[config.mk]
export PLATFORM = sky130hd
export DESIGN_NAME = modem_ctl_unit
export DESIGN_NICKNAME = d
export VERILOG_FILES = /design/src/rtl/modem_ctl_pkg.sv /design/src/rtl/mdm_sync.sv /design/src/rtl/mdm_host_ctl.sv /design/src/rtl/mdm_regs.sv /design/src/rtl/modem_ctl_unit.sv
export SDC_FILE = /design/constraint.sdc
export NUM_CORES = 1
export LEC_CHECK = 0
export ABC_AREA = 0
export BUFFER_PORTS_ARGS = -buffer_cell sky130_fd_sc_hd__buf_2
export CAP_MARGIN = 0
export CORE_MARGIN = 4
export CORE_UTILIZATION = 42
export CTS_CLUSTER_DIAMETER = 30
export DETAILED_ROUTE_END_ITERATION = 8
export GPL_ROUTABILITY_DRIVEN = 0
export GPL_TIMING_DRIVEN = 1
export PLACE_DENSITY = 0.72
export SYNTH_ARGS = -nofsm -noshare
export SYNTH_HDL_FRONTEND = slang
export SYNTH_SLANG_ARGS = --single-unit
export TNS_END_PERCENT = 20
[constraint.sdc]
create_clock -name clk -period 1.1 [get_ports clk]
set_input_delay 0.22 -clock clk [delete_from_list [all_inputs] [get_ports clk]]
set_output_delay 0.22 -clock clk [all_outputs]
set_load 0.005 [all_outputs]
[src/rtl/modem_ctl_pkg.sv]
package modem_ctl_pkg;
  localparam int DATA_W = 8;
  localparam int CTL_W  = 5;
  localparam int LINE_W = 4;

  // control register bit positions
  localparam int C_DTR  = 0;
  localparam int C_RTS  = 1;
  localparam int C_OUT1 = 2;
  localparam int C_OUT2 = 3;
  localparam int C_LOOP = 4;

  // line nibble positions (status bits 4..7)
  localparam int L_CTS = 0;
  localparam int L_DSR = 1;
  localparam int L_RI  = 2;
  localparam int L_DCD = 3;

  localparam logic [LINE_W-1:0] LINE_RST = 4'b1011;
  localparam logic [CTL_W-1:0]  CTL_RST  = 5'b01000;

  typedef struct packed {
    logic wrCtl;
    logic rdStat;
  } hostStrb_t;
endpackage

[src/rtl/mdm_sync.sv]
module mdm_sync #(
  parameter int W = 4,
  parameter int STAGES = 2,
  parameter logic [W-1:0] RST_VAL = '0
) (
  input  logic         clk,
  input  logic         rstN,
  input  logic [W-1:0] d,
  output logic [W-1:0] q
);
  localparam int SW = (STAGES < 1) ? 1 : STAGES;
  logic [SW-1:0][W-1:0] stg;

  generate
    if (SW == 1) begin : g_one
      always_ff @(posedge clk or negedge rstN) begin
        if (!rstN) stg <= RST_VAL;
        else       stg <= d;
      end
    end else begin : g_chain
      always_ff @(posedge clk or negedge rstN) begin
        if (!rstN) stg <= {SW{RST_VAL}};
        else       stg <= {stg[SW-2:0], d};
      end
    end
  endgenerate

  assign q = stg[SW-1];
endmodule

[src/rtl/mdm_host_ctl.sv]
module mdm_host_ctl
  import modem_ctl_pkg::*;
(
  input  logic              regSel,
  input  logic              wrEn,
  input  logic              rdEn,
  input  logic [CTL_W-1:0]  ctlQ,
  input  logic [DATA_W-1:0] statQ,
  output hostStrb_t         strb,
  output logic [DATA_W-1:0] rdData
);
  always_comb begin
    strb.wrCtl  = wrEn & ~regSel;
    strb.rdStat = rdEn & regSel;
    rdData      = regSel ? statQ : {{(DATA_W-CTL_W){1'b0}}, ctlQ};
  end
endmodule

[src/rtl/mdm_regs.sv]
module mdm_regs
  import modem_ctl_pkg::*;
#(
  parameter int SYNC_STAGES = 2
) (
  input  logic              clk,
  input  logic              rstN,
  input  hostStrb_t         strb,
  input  logic [DATA_W-1:0] wrData,
  input  logic [LINE_W-1:0] extLines,
  output logic [CTL_W-1:0]  ctlQ,
  output logic [DATA_W-1:0] statQ
);
  logic [LINE_W-1:0] syncLines, srcLines, lineQ, deltaQ, setBits, chg;
  logic loopOn;

  mdm_sync #(.W(LINE_W), .STAGES(SYNC_STAGES), .RST_VAL(LINE_RST)) u_sync (
    .clk(clk), .rstN(rstN), .d(extLines), .q(syncLines)
  );

  assign loopOn = ctlQ[C_LOOP];

  always_comb begin
    srcLines = syncLines;
    if (loopOn) begin
      srcLines[L_DCD] = ctlQ[C_OUT2];
      srcLines[L_RI]  = ctlQ[C_OUT1];
      srcLines[L_CTS] = ctlQ[C_RTS];
      srcLines[L_DSR] = ctlQ[C_DTR];
    end
    chg = srcLines ^ lineQ;
    setBits = chg;
    setBits[L_RI] = lineQ[L_RI] & ~srcLines[L_RI];
  end

  always_ff @(posedge clk or negedge rstN) begin
    if (!rstN) begin
      ctlQ   <= CTL_RST;
      lineQ  <= LINE_RST;
      deltaQ <= '0;
    end else begin
      if (strb.wrCtl) ctlQ <= wrData[CTL_W-1:0];
      lineQ  <= srcLines;
      deltaQ <= (strb.rdStat ? '0 : deltaQ) | setBits;
    end
  end

  assign statQ = {lineQ, deltaQ};

  assert_cts_change_R4: assert property (@(posedge clk) disable iff (!rstN)
    (srcLines[L_CTS] != lineQ[L_CTS]) |=> deltaQ[L_CTS]);
  assert_ri_rise_quiet_R5: assert property (@(posedge clk) disable iff (!rstN)
    (!lineQ[L_RI] && srcLines[L_RI] && !deltaQ[L_RI]) |=> !deltaQ[L_RI]);
  assert_read_clears_R6: assert property (@(posedge clk) disable iff (!rstN)
    (strb.rdStat && srcLines == lineQ) |=> (deltaQ == '0));
  assert_flag_sticky_R10: assert property (@(posedge clk) disable iff (!rstN)
    (deltaQ[L_DCD] && !strb.rdStat) |=> deltaQ[L_DCD]);
endmodule

[src/rtl/modem_ctl_unit.sv]
module modem_ctl_unit
  import modem_ctl_pkg::*;
#(
  parameter int SYNC_STAGES = 2
) (
  input  logic              clk,
  input  logic              rstN,
  input  logic              regSel,
  input  logic              wrEn,
  input  logic              rdEn,
  input  logic [DATA_W-1:0] wrData,
  output logic [DATA_W-1:0] rdData,
  input  logic              ctsIn,
  input  logic              dsrIn,
  input  logic              dcdIn,
  input  logic              riIn,
  output logic              rtsOut,
  output logic              dtrOut,
  output logic              out1Out,
  output logic              out2Out,
  output logic              deltaIrq
);
  hostStrb_t strb;
  logic [CTL_W-1:0]  ctlQ;
  logic [DATA_W-1:0] statQ;
  logic [LINE_W-1:0] extLines;

  always_comb begin
    extLines = '0;
    extLines[L_CTS] = ctsIn;
    extLines[L_DSR] = dsrIn;
    extLines[L_RI]  = riIn;
    extLines[L_DCD] = dcdIn;
  end

  mdm_host_ctl u_ctl (
    .regSel(regSel), .wrEn(wrEn), .rdEn(rdEn),
    .ctlQ(ctlQ), .statQ(statQ), .strb(strb), .rdData(rdData)
  );

  mdm_regs #(.SYNC_STAGES(SYNC_STAGES)) u_regs (
    .clk(clk), .rstN(rstN), .strb(strb), .wrData(wrData),
    .extLines(extLines), .ctlQ(ctlQ), .statQ(statQ)
  );

  assign rtsOut   = ctlQ[C_RTS] & ~ctlQ[C_LOOP];
  assign dtrOut   = ctlQ[C_DTR] & ~ctlQ[C_LOOP];
  assign out1Out  = ctlQ[C_OUT1];
  assign out2Out  = ctlQ[C_OUT2];
  assign deltaIrq = |statQ[LINE_W-1:0];

  assert_loop_quiet_R9: assert property (@(posedge clk) disable iff (!rstN)
    ctlQ[C_LOOP] |-> (!rtsOut && !dtrOut));
  assert_status_write_ignored_R10: assert property (@(posedge clk) disable iff (!rstN)
    (wrEn && regSel) |=> $stable(ctlQ));
endmodule

Yosys cells after proc, flatten, opt, wreduce, memory -nomap -nowiden. Cells that the tools add are included.

Input bits: 17. Output and inout bits: 13. Flip-flop bits (word level): 21. Word-level logic and storage cells: 19.

Mux-type cells: 3. Bitwise operators: 10. Reductions and logical operators: 1.

Operators by type and width (number): $mux W4 (2); $mux W8 (1); $and A1 B1 Y1 (5); $or A4 B4 Y4 (1); $reduce_or A4 Y1 (1); $xor A4 B4 Y4 (1); $not A1 Y1 (3).

Logic depth before layout (Yosys ltp).
Depth after elaboration: 4. Gate-level depth with buffers: 4. Mapped depth without buffers: 3.

By module. A second synthesis with hierarchy kept.

Cell total of the unflattened synthesis: 63. Area, all modules: 932.1 µm².

Modules (own cells, without submodules): mdm_regs (times used 1, cells each 37, area an instance 549.3 µm², sequential area each 330.3 µm²); mdm_sync (times used 1, cells each 12, area an instance 237.7 µm², sequential area each 207.7 µm²); mdm_host_ctl (times used 1, cells each 11, area an instance 125.1 µm², sequential area each 0.0 µm²); modem_ctl_unit (times used 1, cells each 3, area an instance 20.0 µm², sequential area each 0.0 µm²).

Worst setup path before layout. OpenSTA, ideal clock, no wires.

Kind: register to output. From: reg u_regs.deltaQ[2]. To: out deltaIrq. Arrival time: 0.886 ns. Path buffers: 0. Cell stages (with the launch flop): 2. Slack: -0.006 ns. Cells stage by stage: dfrtp_1 or4_1.

Cells in the longest elaborated chain, start to end: 1.

Ends and longest elaborated chain: start: declaration (RTL line mdm_regs.sv:14) `logic [LINE_W-1:0] syncLines, srcLines, lineQ, deltaQ, setBits, chg;`; start signal: assignment (RTL line mdm_regs.sv:44) `deltaQ <= (strb.rdStat ? '0 : deltaQ) | setBits;`; $reduce_or A4 Y1 (RTL line modem_ctl_unit.sv:50) `assign deltaIrq = |statQ[LINE_W-1:0];`; end: declaration (RTL line modem_ctl_unit.sv:21) `output logic deltaIrq`.

Every way passes these cells.

Worst setup path in the final report. Ends and elaborated chain as after synthesis.

==> metrics.md <==
| Metric | Value |
|---|---|
| Top fanout value on the critical path | 2 |
| Largest clock skew in the final design | 0.006836 ns |
| Syn nets | 74 |
| Final Routed Wirelength | 1540 um |
| Number of pins with negative max-slew slack in the final report | 0 |
| Area inside the core boundary | 1821 sq um |
| Sort of element at the end of the critical path | output pin |
| N_diodes | 0 |
| Share of the yosys chip area belonging to registers | 63.42% |
| Capture instance of the worst register-to-register path | u_regs.deltaQ[1]$_DFF_PN0_ |
| Worst-Margin Slew | 0.4379 ns |
| Starting utilization of the core area | 46.60% |
| First-pass iteration count of the detailed router | 2 |
| Endpoints failing hold | 0 |
| Sw Share | 25.43% |
| Fill cell instance count of the final layout | 149 |
| Vias | 538 |
| Average wire per cell in the routed design | 12.94 um |
| HP Start | riIn |
| Leftover overflow at the end of global routing | 0 |
| FP Rows | 15 |
| Number of synthesis warnings | 0 |
| Per-instance average area after synthesis | 14.88 sq um |
| Worst setup slack after layout | -0.4628 ns |
| Die height | 52.94 um |
| Largest net degree at the start of global routing | 22 |
| Number of buffers inserted by port buffering | 26 |
| Worst min-delay path category | in2reg |
| Fmax achieved | 639.9 MHz |
| Wire length of the first global-routing pass | 2421 um |
| Cell chain of the critical path | or4_1 -> buf_2 |
| Via count of the first global-routing pass | 542 |
| R2R Path Start | u_regs.ctlQ[4]$_DFFE_PN0P_ |
| TritonCTS clock tree | yes |
| Worst Path Class, Setup | reg2out |
| Failing checks | setup timing |
| Net count of the finished layout | 112 |
| Total of flip-flops plus latches after synthesis | 21 |
| Unrepaired setup endpoints after global routing | yes |
| Worst max-slew margin expressed relative to the limit | 70.81% |
| Most common cell after layout, fill and taps aside | buf_2 |
| Number of cell instances on the worst register-to-register path | 4 |
| Post-placement setup slack | -0.1153 ns |
| Share of power burned in the clock network | 19.2% |
| H-Tree Depth | 1 |
| Area grow syn2layout | 35.55% |
| Combined global-route utilization of all metal layers | 12.19% |
| Remaining routing DRC violations | 0 |
| Share of the core filled with cells in the final layout | 63.16% |
| Endpoint arrival time on the critical path | 1.34 ns |
| Int Pwr | 1376 uW |
| Leak pwr | 0.0005481 uW |
| Total power of the final layout | 1845 uW |
| Hold Path Cell Cnt | 1 |
| Net Sw Power | 469.3 uW |
| Violation count after the first detailed-routing iteration | 4 |
| Endpoint with the worst hold slack | u_regs.u_sync.stg[2]$_DFF_PN0_ |
| Number of ports placed on the die boundary | 30 |
| Remaining number of nets flagged by the antenna check after routing | 0 |
| Hpwl dp | 1107 um |
| Register Area | 539.3 sq um |
| Status | finished with violations |
| Total CTS buffers | 3 |
| Crit path time final | 1.563 ns |
| Multi-input logic area | 310.3 sq um |
| Clk slew on worst S/H paths | 0.11 ns |
| Slowest cell delay on critical path | 0.52 ns |
| CP Launch Type | register |
| R2R setup slack | -0.12 ns |
| Cell with the largest stage delay on the worst path | or4_1 |
| Sequential share of power | 53.2% |
| Setup TNS | -3.167 ns |
| Clock tree buffer depth | 2 |
| Post-synthesis instance area | 848.3 sq um |
| Share of the clock period used by the worst path | 142.1% |
| Worst ir drop on vdd | 0.0009840 V |
| Clock tree root buffer cell | clkbuf_4 |
| Die ar. | 2803 sq um |
| Number of antenna violations at the first check in global routing | 0 |
| MaxCap Viol Count | 0 |
| Areal power density over the cells | 1605 nW/um^2 |
| Hold WS | 0.02886 ns |
| Routed via count divided by cell count | 4.521 |
| Number of clock sinks | 21 |
| Worst-skew pair later-pin latency | 0.29 ns |
| Combinational group share of total power | 27.6% |
| Horizontal die dimension | 52.94 um |
| Number of failing setup endpoints in the final timing report | 15 |
| Layout cells sized above 1 | 69.15% |
| CP Data Required Time | 0.88 ns |
| Synthesized netlist cell count | 57 |
| Commonest cells after routing, fill and taps aside | buf_2, dfrtp_1, dfstp_2 |
| Distinct cell type count of the synthesized netlist | 14 |
## state kept, by name, indices dropped and copies added, names as in the netlist
| register | count |
|---|---|
| u_regs.ctlQ | 5 |
| u_regs.deltaQ | 4 |
| u_regs.lineQ | 4 |
| u_regs.u_sync.q | 4 |
| u_regs.u_sync.stg | 4 |
## metrics by stage
| stage | cell area (sq um) | std cells |
|---|---|---|
| final | 1150 | 119 |
| after CTS | 1115 | 117 |
| after floorplan | 848.3 | 57 |
| after global placement | 1013 | 109 |
| after global routing | 1150 | 119 |
| after detailed placement | 1013 | 109 |
## synth_stat cells
cell | instances | share of area [%]
o21ai_1 | 1 | 0.59
or4_1 | 1 | 0.89
and2b_2 | 2 | 2.1
mux2_4 | 3 | 5.3
dfstp_2 | 10 | 31
nor2b_4 | 1 | 1.6
buf_6 | 1 | 1.3
dfrtp_1 | 11 | 32
and2_1 | 3 | 2.2
buf_4 | 1 | 0.89
inv_1 | 1 | 0.44
xnor2_1 | 3 | 3.1
nand2_1 | 8 | 3.5
mux2_2 | 11 | 15
## layout make-up
class | instances | area share, %
Sequential cell | 21 | 46.90
Inverter | 1 | 0.3264
Multi-Input combinational cell | 33 | 26.99
Tap cell | 25 | 2.720
Timing Repair Buffer | 35 | 20.67
Clock inverter | 1 | 0.4353
Clock buffer | 3 | 1.959
## critical path: cells and delay by family, from the launching register on
family        cells  cell delay (ns)
flops             1             0.39
simple gates      1             0.52
buf+inv           1             0.14
## per-layer routing
metal	wire (um)	GRT usage, %	vias up
li1	-	-	262
met1	678	15.41	254
met2	745	19.83	20
met3	101	2.817	2
met4	14	5.106	0
met5	0	0	-
## worst max-delay path by stage
stage	slack, ns	to	cells past startpoint	startpoint
2_1_floorplan	-0.006	deltaIrq	1	u_regs.deltaQ[2]$_DFF_PN0_
3_3_place_gp	-0.10	deltaIrq	2	u_regs.deltaQ[2]$_DFF_PN0_
3_5_place_dp	-0.12	deltaIrq	2	u_regs.deltaQ[2]$_DFF_PN0_
4_1_cts	-0.46	deltaIrq	2	u_regs.deltaQ[2]$_DFF_PN0_
5_1_grt	-0.53	deltaIrq	2	u_regs.deltaQ[2]$_DFF_PN0_
6_report	-0.46	deltaIrq	2	u_regs.deltaQ[2]$_DFF_PN0_
## what timing repair did
| action | CTS | global route |
|---|---|---|
| endpoints found under the hold margin | 13 | 1 |
| hold buffers | 3 | 1 |
| pin swaps | 0 | 0 |
| setup endpoints to repair | 17 | 17 |
| setup buffers | 1 | 1 |
| gates resized for setup | 8 | 4 |
## power groups by stage
stage | clock [uW] | combinational (uW) | sequential, uW
after global routing | 415 | 551 | 999
after floorplan | 0 | 244 | 967
final | 355 | 509 | 981
after global placement | 0 | 384 | 989
after detailed placement | 0 | 395 | 996
after CTS | 367 | 473 | 982
## logic make-up after synthesis
logic type,synth area share (%)
mux,19.91
flops,63.42
simple gates,10.33
buf+inv,2.655
xor+xnor,3.098
compound gates,0.5894
(Power assumes the default switching activity.)
